===== src/rtl/arq_pkg.sv =====
package arq_pkg;
    typedef enum logic [2:0] {
        ST_IDLE    = 3'd0,
        ST_TX      = 3'd1,
        ST_ACKWAIT = 3'd2,
        ST_GAP     = 3'd3,
        ST_HALT    = 3'd4
    } arq_state_e;
endpackage


===== src/rtl/arq_cfg_regs.sv =====
module arq_cfg_regs #(
    parameter int DLY_W   = 4,
    parameter int CNT_W   = 4,
    parameter int DLY_RST = 0,
    parameter int CNT_RST = 3,
    localparam int DW     = DLY_W + CNT_W
) (
    input  logic             clk,
    input  logic             rst_n,
    input  logic             wr_en,
    input  logic             wr_sel,
    input  logic [DW-1:0]    wr_data,
    input  logic             exh_set,
    output logic [DLY_W-1:0] dly_q,
    output logic [CNT_W-1:0] lim_q,
    output logic             exh_q
);
    logic cfg_we;
    logic exh_clr;

    assign cfg_we  = wr_en && !wr_sel;
    assign exh_clr = wr_en && wr_sel && wr_data[0];

    always_ff @(posedge clk or negedge rst_n) begin
        if (!rst_n) begin
            dly_q <= DLY_W'(DLY_RST);
            lim_q <= CNT_W'(CNT_RST);
        end else if (cfg_we) begin
            dly_q <= wr_data[DW-1:CNT_W];
            lim_q <= wr_data[CNT_W-1:0];
        end
    end

    // Set has priority over the software clear.
    always_ff @(posedge clk or negedge rst_n) begin
        if (!rst_n) begin
            exh_q <= 1'b0;
        end else if (exh_set) begin
            exh_q <= 1'b1;
        end else if (exh_clr) begin
            exh_q <= 1'b0;
        end
    end
endmodule


===== src/rtl/arq_gap_timer.sv =====
module arq_gap_timer #(
    parameter int DLY_W      = 4,
    parameter int STEP_TICKS = 250,
    localparam int MAXT      = STEP_TICKS * (1 << DLY_W),
    localparam int TW        = $clog2(MAXT + 1)
) (
    input  logic             clk,
    input  logic             rst_n,
    input  logic             load,
    input  logic [DLY_W-1:0] dly,
    input  logic             tick,
    output logic             done
);
    logic [TW-1:0] cnt;
    logic [TW-1:0] load_val;

    assign load_val = TW'(STEP_TICKS) * (TW'(dly) + TW'(1));
    assign done     = (cnt == '0);

    always_ff @(posedge clk or negedge rst_n) begin
        if (!rst_n) begin
            cnt <= '0;
        end else if (load) begin
            cnt <= load_val;
        end else if (tick && !done) begin
            cnt <= cnt - TW'(1);
        end
    end
endmodule


===== src/rtl/arq_fsm.sv =====
module arq_fsm
    import arq_pkg::*;
#(
    parameter int CNT_W = 4
) (
    input  logic             clk,
    input  logic             rst_n,
    input  logic             pkt_start,
    input  logic             tx_done,
    input  logic             ack_ok,
    input  logic             ack_timeout,
    input  logic             gap_done,
    input  logic             exh_q,
    input  logic [CNT_W-1:0] limit,
    output logic             send_req,
    output logic             ack_pulse,
    output logic             exh_set,
    output logic [CNT_W-1:0] retry_cnt
);
    arq_state_e state, state_nx;
    logic budget_left;

    assign budget_left = (retry_cnt < limit);

    always_ff @(posedge clk or negedge rst_n) begin
        if (!rst_n) state <= ST_IDLE;
        else        state <= state_nx;
    end

    always_comb begin
        state_nx = state;
        unique case (state)
            ST_IDLE:    if (pkt_start && !exh_q) state_nx = ST_TX;
            ST_TX:      if (tx_done) state_nx = ST_ACKWAIT;
            ST_ACKWAIT: begin
                if (ack_ok)           state_nx = ST_IDLE;
                else if (ack_timeout) state_nx = budget_left ? ST_GAP : ST_HALT;
            end
            ST_GAP:     if (gap_done) state_nx = ST_TX;
            ST_HALT:    if (!exh_q) state_nx = ST_IDLE;
            default:    state_nx = ST_IDLE;
        endcase
    end

    always_comb begin
        send_req  = 1'b0;
        ack_pulse = 1'b0;
        exh_set   = 1'b0;
        unique case (state)
            ST_IDLE:    send_req  = pkt_start && !exh_q;
            ST_TX:      ;
            ST_ACKWAIT: begin
                ack_pulse = ack_ok;
                exh_set   = ack_timeout && !ack_ok && !budget_left;
            end
            ST_GAP:     send_req  = gap_done && !exh_q;
            ST_HALT:    ;
            default:    ;
        endcase
    end

    always_ff @(posedge clk or negedge rst_n) begin
        if (!rst_n) begin
            retry_cnt <= '0;
        end else if (state == ST_IDLE && pkt_start && !exh_q) begin
            retry_cnt <= '0;
        end else if (state == ST_ACKWAIT && ack_ok) begin
            retry_cnt <= '0;
        end else if (state == ST_GAP && gap_done) begin
            retry_cnt <= retry_cnt + CNT_W'(1);
        end
    end
endmodule


===== src/rtl/arq_retry_ctrl.sv =====
module arq_retry_ctrl #(
    parameter int DLY_W      = 4,
    parameter int CNT_W      = 4,
    parameter int STEP_TICKS = 250,
    parameter int DLY_RST    = 0,
    parameter int CNT_RST    = 3,
    localparam int DW        = DLY_W + CNT_W
) (
    input  logic             clk,
    input  logic             rst_n,
    input  logic             tick_us,
    input  logic             wr_en,
    input  logic             wr_sel,
    input  logic [DW-1:0]    wr_data,
    input  logic             pkt_start,
    input  logic             tx_done,
    input  logic             ack_ok,
    input  logic             ack_timeout,
    output logic [DW-1:0]    cfg_rd,
    output logic             send_req,
    output logic             ack_pulse,
    output logic             exhausted,
    output logic [CNT_W-1:0] retry_cnt
);
    logic [DLY_W-1:0] dly_q;
    logic [CNT_W-1:0] lim_q;
    logic             exh_q;
    logic             exh_set;
    logic             gap_done;

    arq_cfg_regs #(
        .DLY_W(DLY_W), .CNT_W(CNT_W), .DLY_RST(DLY_RST), .CNT_RST(CNT_RST)
    ) u_regs (
        .clk(clk), .rst_n(rst_n), .wr_en(wr_en), .wr_sel(wr_sel),
        .wr_data(wr_data), .exh_set(exh_set),
        .dly_q(dly_q), .lim_q(lim_q), .exh_q(exh_q)
    );

    arq_gap_timer #(
        .DLY_W(DLY_W), .STEP_TICKS(STEP_TICKS)
    ) u_timer (
        .clk(clk), .rst_n(rst_n), .load(tx_done), .dly(dly_q),
        .tick(tick_us), .done(gap_done)
    );

    arq_fsm #(
        .CNT_W(CNT_W)
    ) u_fsm (
        .clk(clk), .rst_n(rst_n), .pkt_start(pkt_start), .tx_done(tx_done),
        .ack_ok(ack_ok), .ack_timeout(ack_timeout), .gap_done(gap_done),
        .exh_q(exh_q), .limit(lim_q), .send_req(send_req),
        .ack_pulse(ack_pulse), .exh_set(exh_set), .retry_cnt(retry_cnt)
    );

    assign cfg_rd    = {dly_q, lim_q};
    assign exhausted = exh_q;
endmodule


===== config.mk =====
export PLATFORM = sky130hd
export DESIGN_NAME = arq_retry_ctrl
export DESIGN_NICKNAME = d
export VERILOG_FILES = /design/src/rtl/arq_pkg.sv /design/src/rtl/arq_cfg_regs.sv /design/src/rtl/arq_gap_timer.sv /design/src/rtl/arq_fsm.sv /design/src/rtl/arq_retry_ctrl.sv
export SDC_FILE = /design/constraint.sdc
export NUM_CORES = 1
export LEC_CHECK = 0
export BUFFER_PORTS_ARGS = -buffer_cell sky130_fd_sc_hd__buf_2
export CAP_MARGIN = 20
export CORE_MARGIN = 2
export CORE_UTILIZATION = 52
export DETAILED_ROUTE_END_ITERATION = 12
export GPL_TIMING_DRIVEN = 0
export PLACE_DENSITY_LB_ADDON = 0.15
export SYNTH_ARGS = -nofsm -noshare
export SYNTH_HDL_FRONTEND = slang
export SYNTH_SLANG_ARGS = --single-unit
export TNS_END_PERCENT = 10

===== constraint.sdc =====
create_clock -name clk -period 4 [get_ports clk]
set_input_delay 0.8 -clock clk [delete_from_list [all_inputs] [get_ports clk]]
set_output_delay 0.8 -clock clk [all_outputs]
set_load 0.01 [all_outputs]

; Yosys cells after proc, flatten, opt, wreduce, memory -nomap -nowiden
; Index checks and enable logic that the tools add are counted.
[word_totals]
mem_bits_ro = 0
reg_bits = 28
latch_bits = 0
elab_cells = 61
ramBits = 0
n_memories = 0
out_inout_bits = 15
[classes]
div = 0
bitwise = 0
muxes = 18
n_addsub = 3
reduce_logical = 23
magnitude_cmp = 1
eq_ne = 9
n_mul = 1
shift = 0
[op_table]
columns = op, n
row1 = $mux 12, 2
row2 = $mux 3, 7
row3 = $pmux 3 s5, 1
row4 = $logic_and 1x1->1, 12
row5 = $logic_not 12->1, 1
row6 = $mul 7x12->11 const A, 1
row7 = $mux 4, 3
row8 = $sub 12x1->12 const B, 1
row9 = $eq 3x2->1 const B, 2
row10 = $add 4x1->5 const B, 1
row11 = $logic_not 1->1, 5
row12 = $reduce_and 5->1, 1
row13 = $add 4x1->4 const B, 1
row14 = $lt 4x4->1, 1
row15 = $mux 1, 4
row16 = $ne 2x1->1 const B, 2
row17 = $ne 2x2->1 const B, 2
row18 = $reduce_bool 2->1, 2
row19 = $eq 3x1->1 const B, 1
row20 = $eq 3x3->1 const B, 1
row21 = $logic_not 3->1, 1
row22 = $ne 3x3->1 const B, 1
row23 = $reduce_bool 3->1, 1
row24 = $pmux 1 s2, 1

; Logic depth before layout (Yosys ltp)
[depth]
ltp_word = 5
ltp_mapped = 14
mapped_depth_nobuf = 14

; Modules after synthesis
; A second synthesis with hierarchy kept.
[unflattened]
hier_cells = 243
area_unflattened_um2 = 2406.1
[modules_own_cells]
columns = module, area_per_inst_um2, cells_each, seq_area_each_um2, instances
row1 = arq_gap_timer, 1472.7, 161, 300.3, 1
row2 = arq_fsm, 548.0, 61, 175.2, 1
row3 = arq_cfg_regs, 385.4, 21, 227.7, 1

; Worst setup path before layout
; Ideal clock, no wire load.
[synth_path]
path_type = flip-flop to flip-flop
startpoint = register u_regs.dly_q[0]
endpoint = register u_timer.cnt[11]
path_slack_ns = -0.047
t_required_ns = 3.862
arrival_ns = 3.909
stages_incl_launch_ff = 15
path_cell_list = dfrtp_1 > ha_1 > and3_1 > fa_1 > inv_1 > fa_1 > inv_1 > fa_1 > inv_1 > ha_1 > o21ai_0 > o21ai_0 > o41ai_1 > xnor2_1 > mux2i_1
[synth_between]
elab_chain_cells = 3
[synth_lines]
columns = item, line_no
row1 = "start, declared", arq_cfg_regs.sv:14  ; output logic [DLY_W-1:0] dly_q,
row2 = "start signal, assigned", arq_cfg_regs.sv:26  ; dly_q <= DLY_W'(DLY_RST);
row3 = "start signal, assigned", arq_cfg_regs.sv:29  ; dly_q <= wr_data[DW-1:CNT_W];
row4 = $add 4x1->5, arq_gap_timer.sv:17  ; assign load_val = TW'(STEP_TICKS) * (TW'(dly) + TW'(1));
row5 = $mul 7x12->11, arq_gap_timer.sv:17
row6 = $mux 12, arq_gap_timer.sv:23  ; end else if (load) begin
row7 = "end signal, assigned", arq_gap_timer.sv:24  ; cnt <= load_val;
row8 = "end signal, assigned", arq_gap_timer.sv:26  ; cnt <= cnt - TW'(1);
row9 = "end, declared", arq_gap_timer.sv:14  ; logic [TW-1:0] cnt;
; Every way passes these cells.
; A chain may end at the register's enable or synchronous reset.

; Worst setup path in the final report
[layout_path]
startpoint = register u_regs.dly_q[1]
endpoint = register u_timer.cnt[11]
; Same word-level chain as after synthesis.

==> results.md <==
- Htree depth: 1
- Pre-antenna DRT Iters: 4
- Die Width: 70.5 um
- Async S/R FF share, synth: 100%
- Max Used Layer: met4
- Worst Skew: 8.78 ps
- Final nets: 344
- Number of flops mapped to enable cells by yosys: 0
- Antenna cells: 0
- Fmax: 260 MHz
- TritonCTS Sinks: 28
- First-pass GRT wire length: 7.65 mm
- Pins Over Slew Limit: 0
- CP startpoint kind: flip-flop
- HPWL Detailed: 3.44 mm
- Crit-path max cell delay: 550 ps
- Sequential area share after synthesis: 30.6%
- Total number of vias: 1834
- Synthesis Warnings: 0
- Hold buffers post-CTS: 0
- Post-synth top area cell: dfrtp_1
- Floorplan core area: 4290 sq um
- GRT Total Usage: 18.9%
- Area share of the largest cell type after synthesis: 28.3%
- I/O pin count: 32
- RSZ-0062 raised after global routing: false
- Worst Tran Pin Value: 645 ps
- CTS tree: built
- Wire length per cell: 13.0 um
- Port bufs: 31
- Largest net degree at the start of global routing: 29
- Slew margin rel.: 57.0%
- Hold slack: 535 ps
- Clk root buf: clkbuf_8
- Top_reg_cell synth: dfrtp_1
- Rows: 24
- Critical-path maximum fanout: 4
- Yosys reg bits: 28
- Peak VDD IR: 0.000992 V
- P_leak: 0.00133 uW
- Syn Area/Cell: 9.19 sq um
- Full die area: 4970 sq um
- Post-Synthesis Cells: 250
- Routed Wire Length: 4.48 mm
- Status: complete, no violations
- Hold Vio Cnt, Final: 0
- Tcrit/Tclk final: 96.2%
- Wire length on met2: 2.13 mm
- Placer Congestion: 0.842
- DRT antenna net count: 0
- Final core utilization: 63.1%
- Cells after DPL: 333
- Pwr Density: 760 nW/um^2
- Commonest non-fill, non-tap cell in the layout: buf_2
- Classification of the worst setup path: flip-flop to flip-flop
- CP Data Required Time: 4140 ps
- Top post-synthesis cells by area: dfrtp_1 (28%), ha_1 (13%), fa_1 (8.7%)
- Crit path time final: 3850 ps
- Die Ht: 70.5 um
- Clk_lat worst skew: 280 ps
- CP Cell Sequence: ha_4 -> xnor2_4 -> fa_1 -> inv_2 -> fa_1 -> inv_1 -> fa_1 -> inv_1 -> ha_4 -> o21ai_0 -> o21ai_1 -> o41ai_2 -> xnor2_1 -> mux2i_1
- Max clock buf depth: 2
- Post-route DRC: 0
- Final cell count without fillers: 344
- Syn nets: 301
- Synth Cell Area: 2300 sq um
- Power after layout: 2060 uW
- Vias in the first global route: 1692
- Clock transition at path regs: 100 ps
- Met3 WL: 113 um
- Final setup fails: 0
- Gr ovfl total: 0
- CP arrival: 3990 ps
- Initial drt markers: 105
- Antenna violations before repair: 0
- Type of the most critical hold path: input pin to asynchronous set/reset pin
- Vias per Instance: 5.33
- CTS buffer count: 3
- CP most frequent cell: fa_1
- Metal-1 WL: 2.20 mm
- Starting Density: 53.5%
- Slowest cell on crit path: fa_1
- Synth unique cells: 41
- Layout cells sized above 1: 23.3%
- CP endpoint kind: flip-flop
- Most frequent cells in the layout: buf_2 (31), inv_1 (29), nand2_1 (27)
- Max_cap viols: 0
- Area Overhead vs Synth: 17.8%
[flip-flops by register name, indices dropped and copies added, names as in the netlist]
name / count
u_regs.lim_q: 4
u_fsm.state: 3
u_timer.cnt: 12
u_regs.exh_q: 1
u_regs.dly_q: 4
u_fsm.retry_cnt: 4
[cell type report]
| class | count | area [sq um] |
|---|---|---|
| Clock inverter | 1 | 30.0 |
| Inverter | 30 | 113 |
| Multi-Input combinational cell | 187 | 1510 |
| Buffer | 5 | 30.0 |
| Fill cell | 379 | 1590 |
| Sequential cell | 28 | 707 |
| Tap cell | 52 | 65.1 |
| Timing Repair Buffer | 38 | 208 |
| Clock buffer | 3 | 41.3 |
[critical path, delay by kind of cell (launching register included)]
family / cells / cell delay (ps)
AO/OA/AOI/OAI: 3 / 610
adder cells (fa/ha/maj): 5 / 2050
flip-flops: 1 / 460
buffers and inverters: 3 / 170
multiplexers: 1 / 90
XOR/XNOR: 2 / 330
[final timing paths]
| kind | start | to | slack (ps) | depth (start not counted) |
|---|---|---|---|---|
| max | u_regs.dly_q[1]$_DFFE_PN0P_ | u_timer.cnt[11]$_DFFE_PN0P_ | 150 | 14 |
| max in group asynchronous | rst_n | u_regs.dly_q[1]$_DFFE_PN0P_ | 3010 | 1 |
| min reg2reg | u_regs.lim_q[1]$_DFFE_PN1P_ | u_regs.lim_q[1]$_DFFE_PN1P_ | 540 | 2 |
| min | rst_n | u_fsm.retry_cnt[0]$_DFFE_PN0P_ | 530 | 1 |
| max reg2reg | u_regs.dly_q[1]$_DFFE_PN0P_ | u_timer.cnt[11]$_DFFE_PN0P_ | 150 | 14 |
| min in group clk | u_regs.lim_q[1]$_DFFE_PN1P_ | u_regs.lim_q[1]$_DFFE_PN1P_ | 540 | 2 |
[per-layer routing]
layer | vias up | GRT usage (%)
met5 | - | 0
met4 | 0 | 4.49
met3 | 4 | 1.88
met2 | 27 | 30.4
met1 | 871 | 27.5
li1 | 932 | -
[timing repair]
item | in CTS | in global routing
setup endpoints to repair | 3 | 3
setup buffers | 4 | 3
resized for setup | 7 | 6
pin swaps | 4 | 5
[stage by stage]
stage	setup TNS [ps]	setup slack [ps]	cell area, sq um
finish	0	151	2710
global route	0	5.67	2710
CTS	0	83.2	2660
detailed placement	-475	-232	2520
global placement	-419	-205	2520
floorplan	0	23.3	2300
[power breakdown]
group / internal [uW] / switching, uW / leakage, uW
logic: 649 / 742 / 0.000955
clock network: 134 / 90.9 / 0.0000357
registers: 369 / 72.8 / 0.000342
[Yosys cell counts (3+ instances only)]
library cell  number
clkbuf_1           3
fa_1              10
a211oi_1           3
nand2_1           27
nor2_1            17
inv_1             30
nor3_1             6
xnor2_1           14
a21oi_1           10
xor2_1             3
mux2i_1            7
dfrtp_1           26
and3_1             3
ha_1              24
nor4_1             4
o21ai_0           16
nor2b_1            4
mux2_2             7
nand3_1            9
[kinds of logic (layout without fill, tap and decap cells)]
logic type | count (synthesis) | after routing | synth area share [%]
mux | 14 | 14 | 6.48
flops | 28 | 28 | 30.6
simple gates | 81 | 81 | 17.7
xor+xnor | 17 | 17 | 6.48
compound gates | 41 | 41 | 10.8
buf+inv | 35 | 77 | 6.21
fa+ha+maj | 34 | 34 | 21.8
No activity file was read; power rests on OpenSTA's default activity.
